`src/rtl/i2c_seq_pkg.sv`:
```
package i2c_seq_pkg;

  typedef enum logic [1:0] {OP_START = 2'd0, OP_RSTART = 2'd1, OP_BIT = 2'd2, OP_STOP = 2'd3} op_e;

  typedef enum logic [2:0] {PH_S, PH_AW1, PH_AW2, PH_WR, PH_SR, PH_AR, PH_RD, PH_STOP} phase_e;

  typedef enum logic [2:0] {ST_IDLE, ST_LOAD, ST_COND, ST_FETCH, ST_BITS, ST_PUSH} state_e;

  localparam logic [2:0] RC_BUSY  = 3'b001;
  localparam logic [2:0] RC_DONE  = 3'b000;
  localparam logic [2:0] RC_NACK  = 3'b111;
  localparam logic [2:0] RC_BUS   = 3'b110;
  localparam logic [2:0] RC_ARB   = 3'b101;
  localparam logic [2:0] RC_USAGE = 3'b100;

  localparam int SH_WR = 0, SH_RD = 1, SH_WRRD = 2, SH_WRWR = 3, SH_TEN = 4;

  typedef struct packed {
    logic       ten;
    logic       has_rd;
    logic       rd_direct;
    logic [7:0] aw1;
    logic [7:0] aw2;
    logic [7:0] ar;
  } plan_t;

  // First address byte for either addressing width
  function automatic logic [7:0] addr_byte(input logic [15:0] a, input logic ten, input logic rnw);
    return ten ? {5'b11110, a[10:9], rnw} : {a[7:1], rnw};
  endfunction

  // Phase that follows the last write-direction address byte
  function automatic phase_e after_addr(input logic wpend, input logic has_rd);
    if (wpend) return PH_WR;
    return has_rd ? PH_SR : PH_STOP;
  endfunction

endpackage

```
`src/rtl/i2c_seq_plan.sv`:
```
module i2c_seq_plan
  import i2c_seq_pkg::*;
#(
  parameter int LEN_W = 8
) (
  input  logic [15:0]      addr,
  input  logic [4:0]       shape,
  input  logic [LEN_W-1:0] len0,
  input  logic [LEN_W-1:0] len1,
  output plan_t            plan,
  output logic [LEN_W:0]   wlen,
  output logic [LEN_W-1:0] rlen,
  output logic             fault
);
  logic one_hot;

  always_comb begin
    one_hot        = ($countones(shape[3:0]) == 1);
    plan.ten       = shape[SH_TEN];
    plan.has_rd    = shape[SH_RD] | shape[SH_WRRD];
    plan.rd_direct = shape[SH_RD] & ~shape[SH_TEN];
    plan.aw1       = addr_byte(addr, shape[SH_TEN], 1'b0);
    plan.aw2       = addr[7:0];
    plan.ar        = addr_byte(addr, shape[SH_TEN], 1'b1);
    if (shape[SH_WRWR])                    wlen = {1'b0, len0} + {1'b0, len1};
    else if (shape[SH_WR] | shape[SH_WRRD]) wlen = {1'b0, len0};
    else                                   wlen = '0;
    if (shape[SH_RD])        rlen = len0;
    else if (shape[SH_WRRD]) rlen = len1;
    else                     rlen = '0;
    fault = !one_hot || (plan.has_rd && rlen == '0);
  end
endmodule

```
`src/rtl/i2c_seq_cnt.sv`:
```
module i2c_seq_cnt #(
  parameter int W = 8
) (
  input  logic         clk,
  input  logic         rst_n,
  input  logic         load,
  input  logic [W-1:0] load_val,
  input  logic         dec,
  output logic         more,
  output logic         zero
);
  logic [W-1:0] cnt;

  always_ff @(posedge clk or negedge rst_n) begin
    if (!rst_n)              cnt <= '0;
    else if (load)           cnt <= load_val;
    else if (dec && cnt != '0) cnt <= cnt - 1'b1;
  end

  assign more = (cnt > W'(1));
  assign zero = (cnt == '0);
endmodule

```
`src/rtl/i2c_master_seq.sv`:
```
module i2c_master_seq
  import i2c_seq_pkg::*;
#(
  parameter int LEN_W = 8
) (
  input  logic             clk,
  input  logic             rst_n,
  input  logic             start,
  input  logic [15:0]      desc_addr,
  input  logic [4:0]       desc_shape,
  input  logic [LEN_W-1:0] desc_len0,
  input  logic [LEN_W-1:0] desc_len1,
  input  logic [7:0]       tx_data,
  input  logic             tx_valid,
  output logic             tx_ready,
  output logic [7:0]       rx_data,
  output logic             rx_valid,
  input  logic             rx_ready,
  output logic             op_valid,
  output logic [1:0]       op_code,
  output logic             op_bit,
  input  logic             op_done,
  input  logic             op_rbit,
  input  logic             op_arb,
  input  logic             op_berr,
  output logic [2:0]       status
);
  localparam int BITS_PER_BYTE = 8;
  localparam int BIT_W = $clog2(BITS_PER_BYTE + 1);

  state_e           st;
  phase_e           phase, nxt;
  plan_t            plan_d, plan_q;
  logic [LEN_W:0]   wlen_d;
  logic [LEN_W-1:0] rlen_d;
  logic [7:0]       shreg;
  logic [BIT_W-1:0] bitn;
  logic             nack_seen;
  logic             wmore, wzero, rmore, unused_rzero;

  // Named internal events
  logic busy, accept_evt, fault_evt, fire_evt, abort_evt, ack_slot, is_rx, wdec, rdec;

  assign busy       = (status == RC_BUSY);
  assign accept_evt = start && !busy && st == ST_IDLE;
  assign fire_evt   = op_valid && op_done;
  assign abort_evt  = fire_evt && (op_arb || op_berr);
  assign ack_slot   = (st == ST_BITS) && (bitn == BIT_W'(BITS_PER_BYTE));
  assign is_rx      = (phase == PH_RD);
  assign wdec       = ack_slot && fire_evt && !abort_evt && phase == PH_WR && !op_rbit;
  assign rdec       = (st == ST_PUSH) && rx_ready;

  i2c_seq_plan #(.LEN_W(LEN_W)) u_plan (
    .addr(desc_addr), .shape(desc_shape), .len0(desc_len0), .len1(desc_len1),
    .plan(plan_d), .wlen(wlen_d), .rlen(rlen_d), .fault(fault_evt)
  );

  i2c_seq_cnt #(.W(LEN_W + 1)) u_wcnt (
    .clk(clk), .rst_n(rst_n), .load(accept_evt), .load_val(wlen_d),
    .dec(wdec), .more(wmore), .zero(wzero)
  );

  i2c_seq_cnt #(.W(LEN_W)) u_rcnt (
    .clk(clk), .rst_n(rst_n), .load(accept_evt), .load_val(rlen_d),
    .dec(rdec), .more(rmore), .zero(unused_rzero)
  );

  always_comb begin
    case (phase)
      PH_S:    nxt = plan_q.rd_direct ? PH_AR : PH_AW1;
      PH_AW1:  nxt = plan_q.ten ? PH_AW2 : after_addr(!wzero, plan_q.has_rd);
      PH_AW2:  nxt = after_addr(!wzero, plan_q.has_rd);
      PH_WR:   nxt = wmore ? PH_WR : (plan_q.has_rd ? PH_SR : PH_STOP);
      PH_SR:   nxt = PH_AR;
      PH_AR:   nxt = PH_RD;
      PH_RD:   nxt = rmore ? PH_RD : PH_STOP;
      default: nxt = PH_STOP;
    endcase
  end

  always_comb begin
    op_valid = (st == ST_COND) || (st == ST_BITS);
    op_bit   = 1'b1;
    if (st == ST_BITS) begin
      op_code = OP_BIT;
      if (ack_slot) op_bit = is_rx ? !rmore : 1'b1;
      else          op_bit = is_rx ? 1'b1 : shreg[7];
    end else if (phase == PH_S) begin
      op_code = OP_START;
    end else if (phase == PH_SR) begin
      op_code = OP_RSTART;
    end else begin
      op_code = OP_STOP;
    end
  end

  assign tx_ready = (st == ST_FETCH);
  assign rx_valid = (st == ST_PUSH);
  assign rx_data  = shreg;

  always_ff @(posedge clk or negedge rst_n) begin
    if (!rst_n) begin
      st        <= ST_IDLE;
      phase     <= PH_S;
      plan_q    <= '0;
      shreg     <= '0;
      bitn      <= '0;
      nack_seen <= 1'b0;
      status    <= RC_DONE;
    end else if (abort_evt) begin
      status <= op_arb ? RC_ARB : RC_BUS;
      st     <= ST_IDLE;
    end else begin
      case (st)
        ST_IDLE: if (accept_evt) begin
          if (fault_evt) status <= RC_USAGE;
          else begin
            status    <= RC_BUSY;
            plan_q    <= plan_d;
            phase     <= PH_S;
            nack_seen <= 1'b0;
            st        <= ST_LOAD;
          end
        end
        ST_LOAD: begin
          bitn <= '0;
          case (phase)
            PH_WR:   st <= ST_FETCH;
            PH_AW1:  begin shreg <= plan_q.aw1; st <= ST_BITS; end
            PH_AW2:  begin shreg <= plan_q.aw2; st <= ST_BITS; end
            PH_AR:   begin shreg <= plan_q.ar;  st <= ST_BITS; end
            PH_RD:   st <= ST_BITS;
            default: st <= ST_COND;
          endcase
        end
        ST_COND: if (op_done) begin
          if (phase == PH_STOP) begin
            status <= nack_seen ? RC_NACK : RC_DONE;
            st     <= ST_IDLE;
          end else begin
            phase <= nxt;
            st    <= ST_LOAD;
          end
        end
        ST_FETCH: if (tx_valid) begin
          shreg <= tx_data;
          st    <= ST_BITS;
        end
        ST_BITS: if (op_done) begin
          if (!ack_slot) begin
            shreg <= {shreg[6:0], op_rbit};
            bitn  <= bitn + 1'b1;
          end else if (is_rx) begin
            st <= ST_PUSH;
          end else if (op_rbit) begin
            nack_seen <= 1'b1;
            phase     <= PH_STOP;
            st        <= ST_LOAD;
          end else begin
            phase <= nxt;
            st    <= ST_LOAD;
          end
        end
        ST_PUSH: if (rx_ready) begin
          phase <= nxt;
          st    <= ST_LOAD;
        end
        default: st <= ST_IDLE;
      endcase
    end
  end
endmodule

```
`config.mk`:
```
export PLATFORM = sky130hd
export DESIGN_NAME = i2c_master_seq
export DESIGN_NICKNAME = d
export VERILOG_FILES = /design/src/rtl/i2c_seq_pkg.sv /design/src/rtl/i2c_seq_plan.sv /design/src/rtl/i2c_seq_cnt.sv /design/src/rtl/i2c_master_seq.sv
export SDC_FILE = /design/constraint.sdc
export NUM_CORES = 1
export LEC_CHECK = 0
export ABC_AREA = 1
export BUFFER_PORTS_ARGS = -buffer_cell sky130_fd_sc_hd__buf_2
export CAP_MARGIN = 20
export CELL_PAD_IN_SITES_DETAIL_PLACEMENT = 1
export CELL_PAD_IN_SITES_GLOBAL_PLACEMENT = 2
export CORE_MARGIN = 5
export CORE_UTILIZATION = 35
export DETAILED_ROUTE_END_ITERATION = 10
export GPL_TIMING_DRIVEN = 1
export PLACE_DENSITY_LB_ADDON = 0.1
export SYNTH_ARGS = -nofsm -noshare
export SYNTH_HDL_FRONTEND = slang
export SYNTH_SLANG_ARGS = --single-unit
```
`constraint.sdc`:
```
create_clock -name clk -period 3.4 [get_ports clk]
set_input_delay 0.17 -clock clk [delete_from_list [all_inputs] [get_ports clk]]
set_output_delay 0.17 -clock clk [all_outputs]
set_load 0.005 [all_outputs]
```
==> impl_metrics.yaml <==
logic_synthesis:
  synth.top_cell.area_share_pct: 33.0
  ys_warn_count: 0
  ys_ff_latch: 58
  synth-async-reset-ratio_pct: 100
  syn_nets: 682
  synth-edff-count: 0
  synth_cell_type_count: 49
  postSynthAreaPerCell_sq_um: 7.24
  synth_area_sq_um: 4400
  synth_largest_area_cell: "dfrtp_1"
  synthTopCellsByArea: "dfrtp_1 (33%), nand2_1 (14%), inv_1 (6.4%)"
  seq_area_frac_synth_pct: 33.0
  ys.flop_type: "dfrtp_1"
  synthCells: 608
critical_path:
  cpMaxStageDelayCell: "nor3b_1"
  cpMostUsedCell: "ha_1"
  r2r_start: "st[1]"
  rr_worst_depth: 7
  cpPeakStageDelay_ns: 0.46
  ff2ff_setup_slack_ns: 1.06
  endpoint_kind: "register"
  worstPathArrival_ns: 2.77
  critPathMaxFanout: 17
  cp-start-kind: "input port"
  required_ns: 3.66
  worstPathCellList: "buf_2 > ha_1 > ha_1 > fa_1 > nor3b_1 > nand3_4 > inv_4 > nand2_1 > nand3_1"
  crit_type: "input port to register"
  r2r_end: "u_wcnt.cnt[8]"
clock_tree:
  numClockSinks: 58
  hold_buffers: 1
  cts_root_buf: "clkbuf_16"
  clk_latency_ns: 0.33
  post-cts-setup-buffer-count: 0
  max-clock-path-buffers: 2
  numCtsBuffers: 9
  cts_tree: "done"
  htree_levels: 3
  clkTransAtPathRegs_ns: 0.05
  post_cts_resized: 0
sta:
  holdWs_ns: 0.0576
  layout_min_cycle_time_ns: 2.51
  slew_headroom_pct: 44.6
  max_clock_freq_mhz: 398
  drv_slew: 0
  finClkSkew_ns: 0.00738
  hold_violations: 0
  finalCritPeriodShare_pct: 73.9
  finalSetupTns_ns: 0
  worst_pin_slew_ns: 0.831
  setup_viol: 0
  rsz0062_at_grt: "no"
die:
  dieArea_sq_um: 14900
  die-height_microns: 122
  io_pins: 71
  die_x_microns: 122
  rows: 41
  start_util_pct: 35.3
  core-area_sq_um: 12500
hold_path:
  hp-class: "input port to register"
  whs_path_depth: 3
  holdPathEnd: "plan_q[8]"
  hp-start: "desc_addr[0]"
place:
  io_buffers: 64
  dp_hpwl_microns: 10100
  dp.cells: 833
  finalWeightedCongestion: 0.830
global_route:
  grt.total_usage_pct: 18.4
  grt_pass1_wl_microns: 21700
  antenna_found_initial: 0
  grt_pass1_vias: 4326
  grt.overflow.total: 0
  grt_max_degree: 36
power_and_ir_drop:
  irDropWorstVdd_uv: 329
  power.total_mw: 4.15
  p_leak_nw: 2.77
  power_density_nw_per_um2: 797
route:
  drt_iter0_markers: 207
  wl_microns: 12900
  drt-pass1-iter-count: 4
  drtAntennaViolNets: 0
  wl_per_cell_microns: 15.2
  drc: 0
  via_count: 4186
  vias_per_cell: 4.93
outcome:
  status: "completed"
finish:
  layoutNonFillerInstCount: 849
  drive_gt1_share_pct: 20.8
  antenna_cells: 0
  fin_nets: 747
  fill_cells: 1604
  area_delta_synth_final_pct: 18.1
flow_run:
  maxCapViolations: 0
[state kept, by name, summed over array words and instances (netlist names)]
name / flops
rx_data: 8
u_rcnt.cnt: 8
nack_seen: 1
plan_q: 19
status: 3
phase: 3
st: 3
u_wcnt.cnt: 9
bitn: 4
[cells in the mapped netlist, types with 2 or more instances]
| master | number |
|---|---|
| ha_1 | 18 |
| o221ai_1 | 5 |
| fa_1 | 2 |
| or2_2 | 3 |
| o21ai_0 | 31 |
| o211ai_1 | 9 |
| nand2_2 | 7 |
| nand2_1 | 169 |
| o21ai_2 | 12 |
| o311ai_0 | 2 |
| buf_6 | 2 |
| or2_1 | 4 |
| nor2_1 | 52 |
| clkbuf_1 | 2 |
| nor2_4 | 4 |
| a22oi_1 | 3 |
| mux2_2 | 2 |
| inv_1 | 75 |
| inv_2 | 8 |
| o211ai_2 | 2 |
| dfrtp_1 | 58 |
| nand4_1 | 10 |
| nor2_2 | 4 |
| o21a_1 | 2 |
| nor3_2 | 2 |
| buf_4 | 3 |
| nor3_1 | 4 |
| nand2_4 | 8 |
| o21ai_1 | 5 |
| buf_2 | 5 |
| xor2_1 | 9 |
| xnor2_1 | 3 |
| nand3_1 | 44 |
| a21oi_1 | 23 |
| nand3_4 | 2 |
[metal layers]
layer | vias to the layer above | global-route usage, % | share of wire (%)
met5 | - | 0 | 0
li1 | 2108 | - | -
met2 | 50 | 29.6 | 46
met1 | 2018 | 25.7 | 50
met3 | 10 | 3.02 | 3.0
met4 | 0 | 5.18 | 1.1
[final cells by class]
type / instances / area (sq um) / share of cell area (%)
flip-flops and latches: 58 / 1450 / 27.9
clock inverters: 4 / 75.1 / 1.44
repair buffers: 67 / 345 / 6.64
well taps: 172 / 215 / 4.14
multi-input cells: 451 / 2520 / 48.4
clock buffers: 11 / 253 / 4.86
inverters: 86 / 343 / 6.59
[kinds of logic (layout without fill, tap and decap cells)]
| group | after synthesis | in the layout | share of synthesized area (%) |
|---|---|---|---|
| xor+xnor | 12 | 12 | 2.39 |
| mux | 2 | 2 | 0.511 |
| compound gates | 100 | 100 | 14.5 |
| flops | 58 | 58 | 33.0 |
| buf+inv | 99 | 168 | 9.89 |
| simple gates | 317 | 317 | 33.7 |
| fa+ha+maj | 20 | 20 | 6.02 |
[worst max-delay path by stage]
stage | cells after the start | startpoint | slack [ns] | to
floorplan | 8 | desc_shape[0] | 1.29 | plan_q[1]
global placement | 9 | desc_shape[1] | 0.59 | plan_q[5]
detailed placement | 9 | desc_shape[1] | 0.53 | plan_q[5]
CTS | 9 | desc_shape[1] | 0.87 | plan_q[5]
global route | 9 | desc_shape[1] | 0.59 | plan_q[5]
finish | 9 | desc_shape[1] | 0.89 | plan_q[5]
[through the flow]
stage	instance area [sq um]	setup slack [ns]	utilization (%)
detailed placement	4860	0.530	39.0
CTS	5200	0.871	41.7
finish	5200	0.886	41.7
global placement	4860	0.589	39.0
global route	5200	0.585	41.7
floorplan	4400	1.29	-
[power by group]
group          leakage [nW]  switching [mW]  internal (mW)
clock                 0.154           0.336          0.677
combinational          1.90            1.23          0.709
sequential            0.720           0.207          0.990
[critical path, delay by kind of cell]
kind                     cells  cell delay, ns
buffers and inverters        2            0.55
AND/OR/NAND/NOR              4            1.10
adder cells (fa/ha/maj)      3            0.94
[cell usage in the layout, fill, tap and decap left out, types with 7 or more instances in the layout]
| cell type | instances |
|---|---|
| nand2_1 | 169 |
| xor2_1 | 9 |
| dfrtp_1 | 58 |
| nor2_1 | 52 |
| nand4_1 | 10 |
| clkbuf_16 | 9 |
| o211ai_1 | 9 |
| inv_2 | 8 |
| buf_2 | 64 |
| inv_1 | 75 |
| o21ai_2 | 12 |
| o21ai_0 | 31 |
| ha_1 | 18 |
| nand2_4 | 8 |
| nand2_2 | 7 |
| a21oi_1 | 23 |
| nand3_1 | 44 |
Power figures use the tool's default switching activity.
